<file path="config.mk">
export PLATFORM = sky130hd
export DESIGN_NAME = exc_entry_ctrl
export DESIGN_NICKNAME = d
export VERILOG_FILES = /design/src/rtl/exc_pkg.sv /design/src/rtl/exc_select.sv /design/src/rtl/exc_target.sv /design/src/rtl/exc_state_regs.sv /design/src/rtl/exc_entry_ctrl.sv
export SDC_FILE = /design/constraint.sdc
export NUM_CORES = 1
export LEC_CHECK = 0
export ABC_AREA = 1
export BUFFER_PORTS_ARGS = -buffer_cell sky130_fd_sc_hd__clkbuf_2
export CORE_AREA = 2 2 137 139
export CTS_CLUSTER_SIZE = 8
export DETAILED_ROUTE_END_ITERATION = 8
export DIE_AREA = 0 0 139 141
export GPL_ROUTABILITY_DRIVEN = 1
export PLACE_DENSITY = 0.71
export SLEW_MARGIN = 20
export SYNTH_ARGS = -nofsm -noshare
export SYNTH_HDL_FRONTEND = slang
export SYNTH_SLANG_ARGS = --single-unit
</file>
<file path="constraint.sdc">
create_clock -name clk -period 3 [get_ports clk]
set_input_delay 0.15 -clock clk [delete_from_list [all_inputs] [get_ports clk]]
set_output_delay 0.15 -clock clk [all_outputs]
set_load 0.01 [all_outputs]
</file>
<file path="src/rtl/exc_pkg.sv">
// Shared types and status-word bit positions for the exception controller.
// Assumes a 32-bit status word with the three control bits at 30..28.
package exc_pkg;
    typedef enum logic [2:0] {
        EK_NONE  = 3'd0,
        EK_RESET = 3'd1,
        EK_GEN   = 3'd2,
        EK_IRQ   = 3'd3,
        EK_RTE   = 3'd4
    } exc_kind_e;

    localparam int SR_MODE_POS  = 30;
    localparam int SR_BANK_POS  = 29;
    localparam int SR_BLOCK_POS = 28;
endpackage

</file>
<file path="src/rtl/exc_select.sv">
// Picks the one event acted on this cycle from the raw requests.
// Assumes requests are single-cycle level inputs sampled at the clock edge.
module exc_select
    import exc_pkg::*;
(
    input  logic      rst_req,
    input  logic      gen_req,
    input  logic      irq_req,
    input  logic      insn_done,
    input  logic      rte_req,
    input  logic      block_bit,
    output exc_kind_e kind
);
    logic irq_ok;

    // Interrupt is eligible only at an instruction boundary and when unblocked.
    assign irq_ok = irq_req && insn_done && !block_bit;

    // Fixed priority: reset, general, interrupt, return.
    always_comb begin
        if (rst_req)      kind = EK_RESET;
        else if (gen_req) kind = EK_GEN;
        else if (irq_ok)  kind = EK_IRQ;
        else if (rte_req) kind = EK_RTE;
        else              kind = EK_NONE;
    end
endmodule

</file>
<file path="src/rtl/exc_target.sv">
// Computes the redirect address and the status word to load for an event.
// Assumes vector offsets fit in XLEN and that wrap-around of base+offset is acceptable.
module exc_target
    import exc_pkg::*;
#(
    parameter int               XLEN       = 32,
    parameter logic [XLEN-1:0]  RESET_ADDR = 32'hA000_0000,
    parameter logic [XLEN-1:0]  GEN_OFS    = 32'h0000_0100,
    parameter logic [XLEN-1:0]  IRQ_OFS    = 32'h0000_0600
) (
    input  exc_kind_e         kind,
    input  logic [XLEN-1:0]   vec_base,
    input  logic [XLEN-1:0]   cur_sr,
    input  logic [XLEN-1:0]   spc_q,
    input  logic [XLEN-1:0]   ssr_q,
    output logic [XLEN-1:0]   tgt_pc,
    output logic [XLEN-1:0]   tgt_sr
);
    localparam logic [XLEN-1:0] CTRL_MASK =
        (XLEN'(1) << SR_MODE_POS) | (XLEN'(1) << SR_BANK_POS) | (XLEN'(1) << SR_BLOCK_POS);

    logic [XLEN-1:0] entry_sr;

    // Entry status word: raise mode, bank and block, keep the rest.
    assign entry_sr = cur_sr | CTRL_MASK;

    // Select target address and status word by event kind.
    always_comb begin
        tgt_pc = '0;
        tgt_sr = entry_sr;
        unique case (kind)
            EK_RESET: tgt_pc = RESET_ADDR;
            EK_GEN:   tgt_pc = vec_base + GEN_OFS;
            EK_IRQ:   tgt_pc = vec_base + IRQ_OFS;
            EK_RTE: begin
                tgt_pc = spc_q;
                tgt_sr = ssr_q;
            end
            default:  tgt_pc = '0;
        endcase
    end
endmodule

</file>
<file path="src/rtl/exc_state_regs.sv">
// Holds the shadow, event and output registers; all update on one edge.
// Assumes a synchronous active-low reset and that kind is already prioritised.
module exc_state_regs
    import exc_pkg::*;
#(
    parameter int               XLEN       = 32,
    parameter int               CODE_W     = 12,
    parameter int               INT_EV_N   = 2,
    parameter logic [CODE_W-1:0] RESET_CODE = '0
) (
    input  logic              clk,
    input  logic              rst_n,
    input  exc_kind_e         kind,
    input  logic [XLEN-1:0]   tgt_pc,
    input  logic [XLEN-1:0]   tgt_sr,
    input  logic [XLEN-1:0]   cur_pc,
    input  logic [XLEN-1:0]   cur_sr,
    input  logic [CODE_W-1:0] gen_code,
    input  logic [CODE_W-1:0] irq_code,
    output logic              redirect_vld,
    output logic [XLEN-1:0]   redirect_pc,
    output logic              sr_load,
    output logic [XLEN-1:0]   sr_new,
    output logic [XLEN-1:0]   spc,
    output logic [XLEN-1:0]   ssr,
    output logic [XLEN-1:0]   ev_exc,
    output logic [XLEN-1:0]   int_ev [INT_EV_N]
);
    localparam int PAD_W = XLEN - CODE_W;

    logic act;
    logic save_ctx;

    assign act      = (kind != EK_NONE);
    assign save_ctx = (kind == EK_GEN) || (kind == EK_IRQ);

    // Redirect strobe and target, status-word load strobe and value.
    always_ff @(posedge clk) begin
        if (!rst_n) begin
            redirect_vld <= 1'b0;
            redirect_pc  <= '0;
            sr_load      <= 1'b0;
            sr_new       <= '0;
        end else begin
            redirect_vld <= act;
            sr_load      <= act;
            if (act) begin
                redirect_pc <= tgt_pc;
                sr_new      <= tgt_sr;
            end
        end
    end

    // Shadow copies of PC and SR for general exceptions and interrupts.
    always_ff @(posedge clk) begin
        if (!rst_n) begin
            spc <= '0;
            ssr <= '0;
        end else if (save_ctx) begin
            spc <= cur_pc;
            ssr <= cur_sr;
        end
    end

    // Exception event register: general code or the fixed reset code.
    always_ff @(posedge clk) begin
        if (!rst_n)                ev_exc <= '0;
        else if (kind == EK_GEN)   ev_exc <= {{PAD_W{1'b0}}, gen_code};
        else if (kind == EK_RESET) ev_exc <= {{PAD_W{1'b0}}, RESET_CODE};
    end

    // Interrupt event registers, one per copy, all loaded with the same code.
    for (genvar g = 0; g < INT_EV_N; g++) begin : g_int_ev
        always_ff @(posedge clk) begin
            if (!rst_n)              int_ev[g] <= '0;
            else if (kind == EK_IRQ) int_ev[g] <= {{PAD_W{1'b0}}, irq_code};
        end
    end
endmodule

</file>
<file path="src/rtl/exc_entry_ctrl.sv">
// Top of the exception entry and return controller.
// Assumes the pipeline loads sr_new when sr_load pulses and refetches on redirect_vld.
module exc_entry_ctrl
    import exc_pkg::*;
#(
    parameter int                XLEN       = 32,
    parameter int                CODE_W     = 12,
    parameter logic [XLEN-1:0]   RESET_ADDR = 32'hA000_0000,
    parameter logic [XLEN-1:0]   GEN_OFS    = 32'h0000_0100,
    parameter logic [XLEN-1:0]   IRQ_OFS    = 32'h0000_0600,
    parameter logic [CODE_W-1:0] RESET_CODE = '0
) (
    input  logic              clk,
    input  logic              rst_n,
    input  logic              rst_req,
    input  logic              gen_req,
    input  logic [CODE_W-1:0] gen_code,
    input  logic              irq_req,
    input  logic [CODE_W-1:0] irq_code,
    input  logic              insn_done,
    input  logic              rte_req,
    input  logic [XLEN-1:0]   cur_pc,
    input  logic [XLEN-1:0]   cur_sr,
    input  logic [XLEN-1:0]   vec_base,
    output logic              redirect_vld,
    output logic [XLEN-1:0]   redirect_pc,
    output logic              sr_load,
    output logic [XLEN-1:0]   sr_new,
    output logic [XLEN-1:0]   spc,
    output logic [XLEN-1:0]   ssr,
    output logic [XLEN-1:0]   ev_exc,
    output logic [XLEN-1:0]   ev_int,
    output logic [XLEN-1:0]   ev_int2
);
    localparam int INT_EV_N = 2;

    exc_kind_e       kind;
    logic [XLEN-1:0] tgt_pc;
    logic [XLEN-1:0] tgt_sr;
    logic [XLEN-1:0] int_ev [INT_EV_N];

    exc_select u_select (
        .rst_req   (rst_req),
        .gen_req   (gen_req),
        .irq_req   (irq_req),
        .insn_done (insn_done),
        .rte_req   (rte_req),
        .block_bit (cur_sr[SR_BLOCK_POS]),
        .kind      (kind)
    );

    exc_target #(
        .XLEN       (XLEN),
        .RESET_ADDR (RESET_ADDR),
        .GEN_OFS    (GEN_OFS),
        .IRQ_OFS    (IRQ_OFS)
    ) u_target (
        .kind     (kind),
        .vec_base (vec_base),
        .cur_sr   (cur_sr),
        .spc_q    (spc),
        .ssr_q    (ssr),
        .tgt_pc   (tgt_pc),
        .tgt_sr   (tgt_sr)
    );

    exc_state_regs #(
        .XLEN       (XLEN),
        .CODE_W     (CODE_W),
        .INT_EV_N   (INT_EV_N),
        .RESET_CODE (RESET_CODE)
    ) u_regs (
        .clk          (clk),
        .rst_n        (rst_n),
        .kind         (kind),
        .tgt_pc       (tgt_pc),
        .tgt_sr       (tgt_sr),
        .cur_pc       (cur_pc),
        .cur_sr       (cur_sr),
        .gen_code     (gen_code),
        .irq_code     (irq_code),
        .redirect_vld (redirect_vld),
        .redirect_pc  (redirect_pc),
        .sr_load      (sr_load),
        .sr_new       (sr_new),
        .spc          (spc),
        .ssr          (ssr),
        .ev_exc       (ev_exc),
        .int_ev       (int_ev)
    );

    assign ev_int  = int_ev[0];
    assign ev_int2 = int_ev[1];
endmodule

</file>
==> metrics.md, run 1 <==
| Metric | Value |
|---|---|
| Router iterations before antenna repair | `5` |
| Maximum fanout along the worst path | `42` |
| RD Place Congestion | `roughly 0.88` |
| Share of layout cells above drive strength 1 | `26.36%` |
| Vias | `between 8000 and 9000` |
| Worst r2r path cells | `4` |
| Util after Layout | `a little under three fifths` |
| Post-Syn Instances | `roughly 1100` |
| Initial antenna violation count | `0` |
| Worst-path clk slew | `about 0.060 ns` |
| Core Box Area | `around 18000 sq um` |
| Drt drc | `0` |
| Total Wirelength | `roughly 25000 microns` |
| Synth-to-Final Area Change | `34.14%` |
| First-pass GRT wire length | `approximately 39000 microns` |
| CP max stage delay | `between 0.5 and 0.6 ns` |
| Die area | `~20000 sq um` |
| H-tree Lvls | `4` |
| Multi-input logic area | `between 3000 and 4000 sq um` |
| Crit path DAT | `around 2.8 ns` |
| Crit path to | `u_regs.sr_new[31]$_SDFFE_PN0P_` |
| Via-per-instance ratio | `approximately 4.9` |
| CTS tree | `built` |
| Final worst path period share | `around four fifths` |
| Critical-path cell list | `dlygate4sd3_1 -> clkbuf_2 -> nand3b_1 -> nand2_4 -> inv_2 -> buf_4 -> nand2_1 -> o221a_2` |
| Launch point of the critical path | `cur_sr[28]` |
| Starting density of the core | `about two fifths` |
| Final WS setup | `roughly 0.54 ns` |
| Fmax | `406.6 MHz` |
| FF+latch area | `slightly above 3000 sq um` |
| Worst setup SP type | `input port` |
| Worst setup EP type | `flop` |
| Final hold violation count | `0` |
| HP Class | `in2reg` |
| Number of I/O port buffers | `~290` |
| Post-DP HPWL | `17490 microns` |
| Setup TNS | `0 ns` |
| Clk_lat worst skew | `0.42 ns` |
| Num rows | `50` |
| Final ANT Viol Nets | `0` |
| Power Density | `around 530 nW/um^2` |
| Final net count | `between 1500 and 2000` |
| Tot Pwr | `5.351 mW` |
| Total CTS buffers | `17` |
| Synth Warn # | `0` |
| Root Driver | `clkbuf_16` |
| Max_cap viols | `0` |
| Status | `complete, no violations` |
| Finish-stage setup viols | `0` |
| Worst path slowest cell | `nand2_1` |
| Die height | `~140 microns` |
| WL/cell | `between 15 and 20 microns` |
| CTS Buffer Depth | `2` |
| Library cells used by synthesis | `35` |
| Period minus WS final | `2.459 ns` |
| Mapped Area | `7542 sq um` |
| Reg2reg start | `u_regs.spc[22]$_SDFFE_PN0P_` |
| IO Count | `roughly 350` |
| Slew margin rel. | `between 40% and 50%` |
| ANT cells | `0` |
| Gr ovfl total | `0` |
| Vias in the first global route | `7449` |
| P_leak | `5.038 nW` |
| Fill count | `1730` |
| Largest net degree at the start of global routing | `62` |
| Max Slew Vio Count | `0` |
| Dpl ws | `0.5811 ns` |
| Worst Max-Slew Pin Slew | `~0.87 ns` |
| Total track usage | `between 20% and 30%` |
| CTS sink cnt | `153` |
| R2R Setup Slk | `approximately 2.0 ns` |
| CTS Hold Bufs | `75` |
| Max VDD drop | `roughly 0.38 mV` |
| Post-CTS setup buffers | `0` |
| Number of synthesized register bits | `about 150` |
| Syn avg cell area | `~7.1 sq um` |
| RSZ-0062 raised after global routing | `false` |
| Setup CP Type | `in2reg` |
| Iter 0 DRT Violations | `420` |
| Worst reg2reg path endpoint | `u_regs.redirect_pc[22]$_SDFFE_PN0P_` |
| Die Span X | `about 140 microns` |
| Clock skew | `approximately 0.0071 ns` |
| Worst EP required | `3.30 ns` |
| PostCTS Resize Cnt | `0` |
| Sequential share of the synthesized area | `about two fifths` |
-- area by class of cell --
| class | count | share of cell area, % |
|---|---|---|
| multi-input cells | 754 | 34.99 |
| flip-flops and latches | 153 | 30.27 |
| repair buffers | 376 | 22.56 |
| clock buffers | 18 | 4.341 |
| inverters | 85 | 3.178 |
| well taps | 234 | 2.894 |
| clock inverters | 14 | 1.768 |
-- layer usage --
| layer | part of all wire (%) | vias up | GRT usage (%) |
|---|---|---|---|
| met5 | 0 | - | 0 |
| met4 | 2.6 | 0 | 8.400 |
| met3 | 7.0 | 46 | 5.740 |
| met2 | 49 | 357 | 43.87 |
| met1 | 41 | 3667 | 29.67 |
| li1 | - | 3987 | - |
-- flip-flops by register name, indices dropped and copies added (netlist names) --
signal,cells
u_regs.int_ev,12
u_regs.spc,32
u_regs.ssr,32
u_regs.ev_exc,12
u_regs.redirect_vld,1
u_regs.redirect_pc,32
u_regs.sr_new,32
-- metrics by stage --
step | cells | area (sq um) | hold WS (ns)
5_1_grt | 1634 | 10120 | 0.001166
3_3_place_gp | 1527 | 8748 | 0.3743
6_report | 1634 | 10120 | 0.005476
3_5_place_dp | 1527 | 8748 | 0.3751
4_1_cts | 1634 | 10120 | 0.00005637
2_1_floorplan | 1119 | 7764 | 0.2849
-- worst min path at each step --
stage,end,startpoint,slack (ns),depth (start not counted)
2_1_floorplan,u_regs.ssr[27]$_SDFFE_PN0P_,cur_sr[27],0.28,2
3_3_place_gp,u_regs.spc[15]$_SDFFE_PN0P_,cur_pc[15],0.37,3
3_5_place_dp,u_regs.spc[17]$_SDFFE_PN0P_,cur_pc[17],0.38,3
4_1_cts,u_regs.int_ev[2]$_SDFFE_PN0P_,irq_code[2],0.00006,3
5_1_grt,u_regs.redirect_pc[1]$_SDFFE_PN0P_,vec_base[1],0.001,3
6_report,u_regs.int_ev[2]$_SDFFE_PN0P_,irq_code[2],0.005,3
-- layout by cell type, fill, tap and decap left out, types with 2 or more instances in the layout --
master,instances
ha_1,3
o221a_2,2
o21ai_0,124
nor2_4,4
bufinv_16,2
inv_8,3
or2_1,2
nand4_1,7
conb_1,60
buf_4,10
inv_2,6
nor2_2,11
or2_0,3
a22o_1,2
clkbuf_16,17
dfxtp_1,153
dlygate4sd3_1,75
inv_1,78
a31oi_1,12
a21oi_1,33
a211oi_2,9
nand3_1,70
nor2_1,210
inv_6,5
clkbuf_2,291
nor3_1,2
o221ai_1,19
nand2_1,163
clkinv_4,2
a211oi_1,11
-- where the power goes --
part / internal (mW) / switching, mW
Combinational: 0.333 / 0.507
Clock: 1.29 / 0.963
Sequential: 2.16 / 0.0944
-- cell usage after synthesis --
cell      instances  area [sq um]
a211oi_1         11         82.58
a211oi_2          9         112.6
a21oi_1          33         165.2
a22o_1            2         17.52
a31oi_1          12         75.07
buf_1             5         18.77
buf_2            16         80.08
buf_4            76         570.6
buf_6             8         90.09
clkbuf_1         22         82.58
conb_1            1         3.750
dfxtp_1         153          3063
ha_1              3         37.54
inv_1            78         292.8
inv_2             6         22.52
inv_4             1         6.260
nand2_1         163         611.8
nand2_2           1         6.260
nand2_4           1         11.26
nand3_1          70         350.3
nand3b_1          1         7.510
nand4_1           7         43.79
nor2_1          211         792.0
nor2_2           10         62.56
nor2_4            4         45.04
nor3_1            2         10.01
o211ai_1          1         7.510
o21ai_0         124         620.6
o21ai_4           1         16.27
o21bai_1          1         7.510
o221a_2           2         22.52
o221ai_1         19         166.4
or2_0             3         18.77
or2_1             2         12.51
xor2_1            1         8.760
-- logic make-up (layout without fill, tap and decap cells) --
family | Yosys count | count (layout) | synth area share [%]
other | 1 | 60 | 0.04972
adders and majority gates | 3 | 3 | 0.4977
and+or+nand+nor | 475 | 475 | 26.14
DFF | 153 | 153 | 40.61
AOI/OAI and AO/OA | 215 | 215 | 17.15
buffers and inverters | 212 | 493 | 15.43
xor gates and xnor gates | 1 | 1 | 0.1161
-- worst max-delay path: cells and delay by family --
kind,cells,cell delay (ns)
simple gates,3,0.99
buf+inv,4,1.13
compound gates,1,0.48
Power figures use the tool's default switching activity.
==> run 2, diff against run 1 <==
--- a/config.mk
+++ b/config.mk
@@ -5,14 +5,14 @@
 export SDC_FILE = /design/constraint.sdc
 export NUM_CORES = 1
 export LEC_CHECK = 0
-export ABC_AREA = 1
+export ABC_AREA = 0
 export BUFFER_PORTS_ARGS = -buffer_cell sky130_fd_sc_hd__clkbuf_2
-export CORE_AREA = 2 2 137 139
+export CORE_AREA = 2 2 136 138
 export CTS_CLUSTER_SIZE = 8
 export DETAILED_ROUTE_END_ITERATION = 8
-export DIE_AREA = 0 0 139 141
+export DIE_AREA = 0 0 138 140
 export GPL_ROUTABILITY_DRIVEN = 1
-export PLACE_DENSITY = 0.71
+export PLACE_DENSITY = 0.75
 export SLEW_MARGIN = 20
 export SYNTH_ARGS = -nofsm -noshare
 export SYNTH_HDL_FRONTEND = slang
==> constraint.sdc (replaced) <==
create_clock -name clk -period 2.1 [get_ports clk]
set_input_delay 0.105 -clock clk [delete_from_list [all_inputs] [get_ports clk]]
set_output_delay 0.105 -clock clk [all_outputs]
set_load 0.01 [all_outputs]
==> run 2 against run 1 <==
Compared with the run above: critical path depth unchanged; via count shrank 4.8%; sequential share of layout area decreased by 1.3 points; sequential cell count unchanged; combinational power is 41% higher; critical endpoint is now u_regs.spc[9]$_SDFFE_PN0P_; highest routed layer unchanged.
==> metrics.md, run 2 <==
| Metric | Value |
|---|---|
| Status | `complete, no violations (unchanged)` |
| Placed instance count | `1374 (was 1527)` |
| Drt drc | `0 (unchanged)` |
| Max VDD drop | `0.5428 mV (was 0.3799 mV)` |
| Iter 0 DRT Violations | `391 (was 420)` |
| Number of I/O port buffers | `292 (unchanged)` |
| Total track usage | `23.62% (was 24.79%)` |
| RSZ-0062 raised after global routing | `false (unchanged)` |
| Max Slew Vio Count | `0 (unchanged)` |
| Number of synthesized register bits | `153 (unchanged)` |
| Library cells used by synthesis | `51 (was 35)` |
| WL/cell | `15.78 microns (was 15.54 microns)` |
| Sw power | `2.029 mW (was 1.564 mW)` |
| Final WS setup | `0.1847 ns (was 0.5408 ns)` |
| Finish-stage setup viols | `0 (unchanged)` |
| Vias | `7672 (was 8057)` |
| Root Driver | `clkbuf_16 (unchanged)` |
| Cell Int Power | `5.598 mW (was 3.787 mW)` |
| Min-Delay Startpoint | `rst_req (was irq_code[2])` |
| Comb power frac | `15.5% (was 15.7%)` |
| Switching part of the total | `26.61% (was 29.23%)` |
| Simple-Gate Fraction of Synth Area | `17.22% (was 26.14%)` |
| CTS Buffer Depth | `2 (unchanged)` |
| Largest net degree at the start of global routing | `82 (was 62)` |
| Die area | `19320 sq um (was 19600 sq um)` |
| P_leak | `4.997 nW (was 5.038 nW)` |
| IO Count | `353 (unchanged)` |
| Setup TNS | `0 ns (unchanged)` |
| Worst setup EP type | `flop (unchanged)` |
| Sequential Power Share | `41.5% (was 42.2%)` |
| Final net count | `1390 (was 1517)` |
| First-pass GRT wire length | `37360 microns (was 38920 microns)` |
| Synth Warn # | `0 (unchanged)` |
| Mux cell area share after synthesis | `7.110% (was 0%)` |
| Clk_lat worst skew | `0.42 ns (about the same)` |
| CTS sink cnt | `153 (unchanged)` |
| Synth Flop Type | `dfxtp_1 (unchanged)` |
| Clock skew | `0.008336 ns (was 0.007089 ns)` |
| Fmax | `522.1 MHz` |
| PostCTS Resize Cnt | `0 (unchanged)` |
| Sequential share of the synthesized area | `40.29% (was 40.61%)` |
| Worst setup SP type | `input port (unchanged)` |
| Worst-path clk slew | `0.06 ns (about the same)` |
| Most numerous cell in the Yosys netlist | `nand2_1 (was nor2_1)` |
| Slew margin rel. | `42.67% (was 41.85%)` |
| Busiest grt layer | `met2 (unchanged)` |
| Period minus WS final | `approximately 1.9 ns` |
| Core Box Area | `17780 sq um (was 18270 sq um)` |
| Reg2reg start | `u_regs.spc[29]$_SDFFE_PN0P_ (was u_regs.spc[22]$_SDFFE_PN0P_)` |
| Crit path DAT | `2.25 ns (was 2.76 ns)` |
| Post-CTS setup buffers | `0 (unchanged)` |
| Share of flip-flops with an asynchronous set or reset | `0% (unchanged)` |
| Via-per-instance ratio | `5.098 (was 4.931)` |
| Num rows | `49 (was 50)` |
| Power Density | `722.5 nW/um^2 (was 528.9 nW/um^2)` |
| Worst EP required | `2.44 ns (was 3.30 ns)` |
| Gr ovfl total | `0 (unchanged)` |
| GR Util met1 | `27.58% (was 29.67%)` |
| CTS Hold Bufs | `96 (was 75)` |
| H-tree Lvls | `4 (unchanged)` |
| RD Place Congestion | `0.8302 (was 0.8811)` |
| Post-DP HPWL | `15810 microns (was 17490 microns)` |
| Vias in the first global route | `7438 (was 7449)` |
| Met3 Use GR | `5.709% (was 5.740%)` |
| Die height | `140 microns (was 141 microns)` |
| Top cells by area, synth | `dfxtp_1 40%, nand2_1 9.8%, a21boi_0 8.3%, buf_4 7.4%, mux2i_1 7.1% (was dfxtp_1 41%, nor2_1 11%, o21ai_0 8.2%, nand2_1 8.1%, buf_4 7.6%)` |
| Most frequent cells after synthesis | `198 x nand2_1, 153 x dfxtp_1, 84 x a21boi_0, 75 x buf_4, 54 x mux2i_1 (was 211 x nor2_1, 163 x nand2_1, 153 x dfxtp_1, 124 x o21ai_0, 78 x inv_1)` |
| Synth Area in Compound Gates | `22.25% (was 17.15%)` |
| Starting density of the core | `42.76% (was 41.29%)` |
| Final worst path period share | `between 90% and 100%` |
| Worst Max-Slew Pin Slew | `0.8578 ns (was 0.8691 ns)` |
| Adder-cell share of the synthesized area | `0.4937% (was 0.4977%)` |
| Max_cap viols | `0 (unchanged)` |
| Die Span X | `138 microns (was 139 microns)` |
| Mapped Area | `7602 sq um (was 7542 sq um)` |
| Synth-to-Final Area Change | `38.87% (was 34.14%)` |
| Most frequent cells in the layout | `291 x clkbuf_2, 197 x nand2_1, 153 x dfxtp_1 (was 291 x clkbuf_2, 210 x nor2_1, 163 x nand2_1)` |
| Post-Synth XOR/XNOR Area | `1.267% (was 0.1161%)` |
| Post-Syn Instances | `908 (was 1060)` |
| Total Wirelength | `23750 microns (was 25400 microns)` |
| Post-synth top area cell | `dfxtp_1 (unchanged)` |
| Final ANT Viol Nets | `0 (unchanged)` |
| Final non-filler cell total | `1505 (was 1634)` |
| Largest family of logic cells by synthesized area | `compound AO/OA/AOI/OAI gates (was simple AND/OR/NAND/NOR gates)` |
| Commonest non-fill, non-tap cell in the layout | `clkbuf_2 (unchanged)` |
| Share of layout cells above drive strength 1 | `28.28% (was 26.36%)` |
| Number of synthesized flops with an enable pin | `0 (unchanged)` |
| Router iterations before antenna repair | `5 (unchanged)` |
| Maximum fanout along the worst path | `32 (was 42)` |
| Launch point of the critical path | `cur_sr[28] (unchanged)` |
| Clk pwr share | `43.1% (was 42.1%)` |
| Post-synth top area share | `40.29% (was 40.61%)` |
| Final hold violation count | `0 (unchanged)` |
| Total CTS buffers | `17 (unchanged)` |
| HP Class | `in2reg (unchanged)` |
| Setup CP Type | `in2reg (unchanged)` |
| Dpl ws | `0.2719 ns (was 0.5811 ns)` |
| Grt met2 use | `41.04% (was 43.87%)` |
| CTS tree | `built (unchanged)` |
| Syn avg cell area | `8.373 sq um (was 7.115 sq um)` |
| Initial antenna violation count | `0 (unchanged)` |
==> run 2: cells by family (layout without fill, tap and decap cells) <==
logic type	count (synthesis)	after routing
flip-flops	153	153
adder cells (fa/ha/maj)	3	3
AND/OR/NAND/NOR	299	299
multiplexers	54	54
buffers and inverters	146	452
AO/OA/AOI/OAI	241	241
XOR/XNOR	11	11
other	1	63
==> run 2: cell type report <==
| class | count | area [sq um] |
|---|---|---|
| multi-input cells | 668 | 3918 |
| well taps | 229 | 286.5 |
| flip-flops and latches | 153 | 3063 |
| repair buffers | 412 | 2630 |
| fillers | 1549 | 7222 |
| clock inverters | 13 | 190.2 |
| diodes | 3 | 7.507 |
| clock buffers | 19 | 432.9 |
| inverters | 8 | 30.03 |
==> run 2: path summary, 6_finish.rpt <==
kind	end	slack, ns	cells after the start
max reg2reg	u_regs.redirect_pc[29]$_SDFFE_PN0P_	1.17	4
min	u_regs.redirect_pc[31]$_SDFFE_PN0P_	0.06	3
max	u_regs.spc[9]$_SDFFE_PN0P_	0.18	8
min reg2reg	u_regs.spc[20]$_SDFFE_PN0P_	0.48	2
==> run 2: metrics by stage <==
step / hold slack (ns) / util [%] / total power, mW / instance area (sq um)
2_1_floorplan: 0.2219 / - / 3.872 / 7824
3_3_place_gp: 0.3071 / 50.43 / 4.225 / 8966
3_5_place_dp: 0.3119 / 50.43 / 4.247 / 8966
4_1_cts: 0.04644 / 59.34 / 7.674 / 10550
5_1_grt: 0.08172 / 59.34 / 7.934 / 10550
6_report: 0.05789 / 59.38 / 7.628 / 10560
==> run 2: power groups by stage <==
stage	Combinational [mW]	Sequential [mW]	Clock [mW]
3_3_place_gp	1.00	3.22	0
4_1_cts	1.17	3.16	3.34
5_1_grt	1.29	3.18	3.47
2_1_floorplan	0.596	3.28	0
3_5_place_dp	1.02	3.22	0
6_report	1.18	3.16	3.29
==> run 2: worst max-delay path, cell delays in order <==
cell           delay (ns)
dlygate4sd3_1        0.53
clkbuf_2             0.12
nand3b_1             0.21
nor2_2               0.09
nor2_4               0.68
buf_12               0.28
nand2_1              0.07
a21boi_0             0.17
==> run 2: metal layers <==
layer  share of wire [%]  vias up
met5                   0        -
met4                 3.5        0
met3                 6.5       71
met2                  50      346
met1                  40     3530
li1                    -     3725
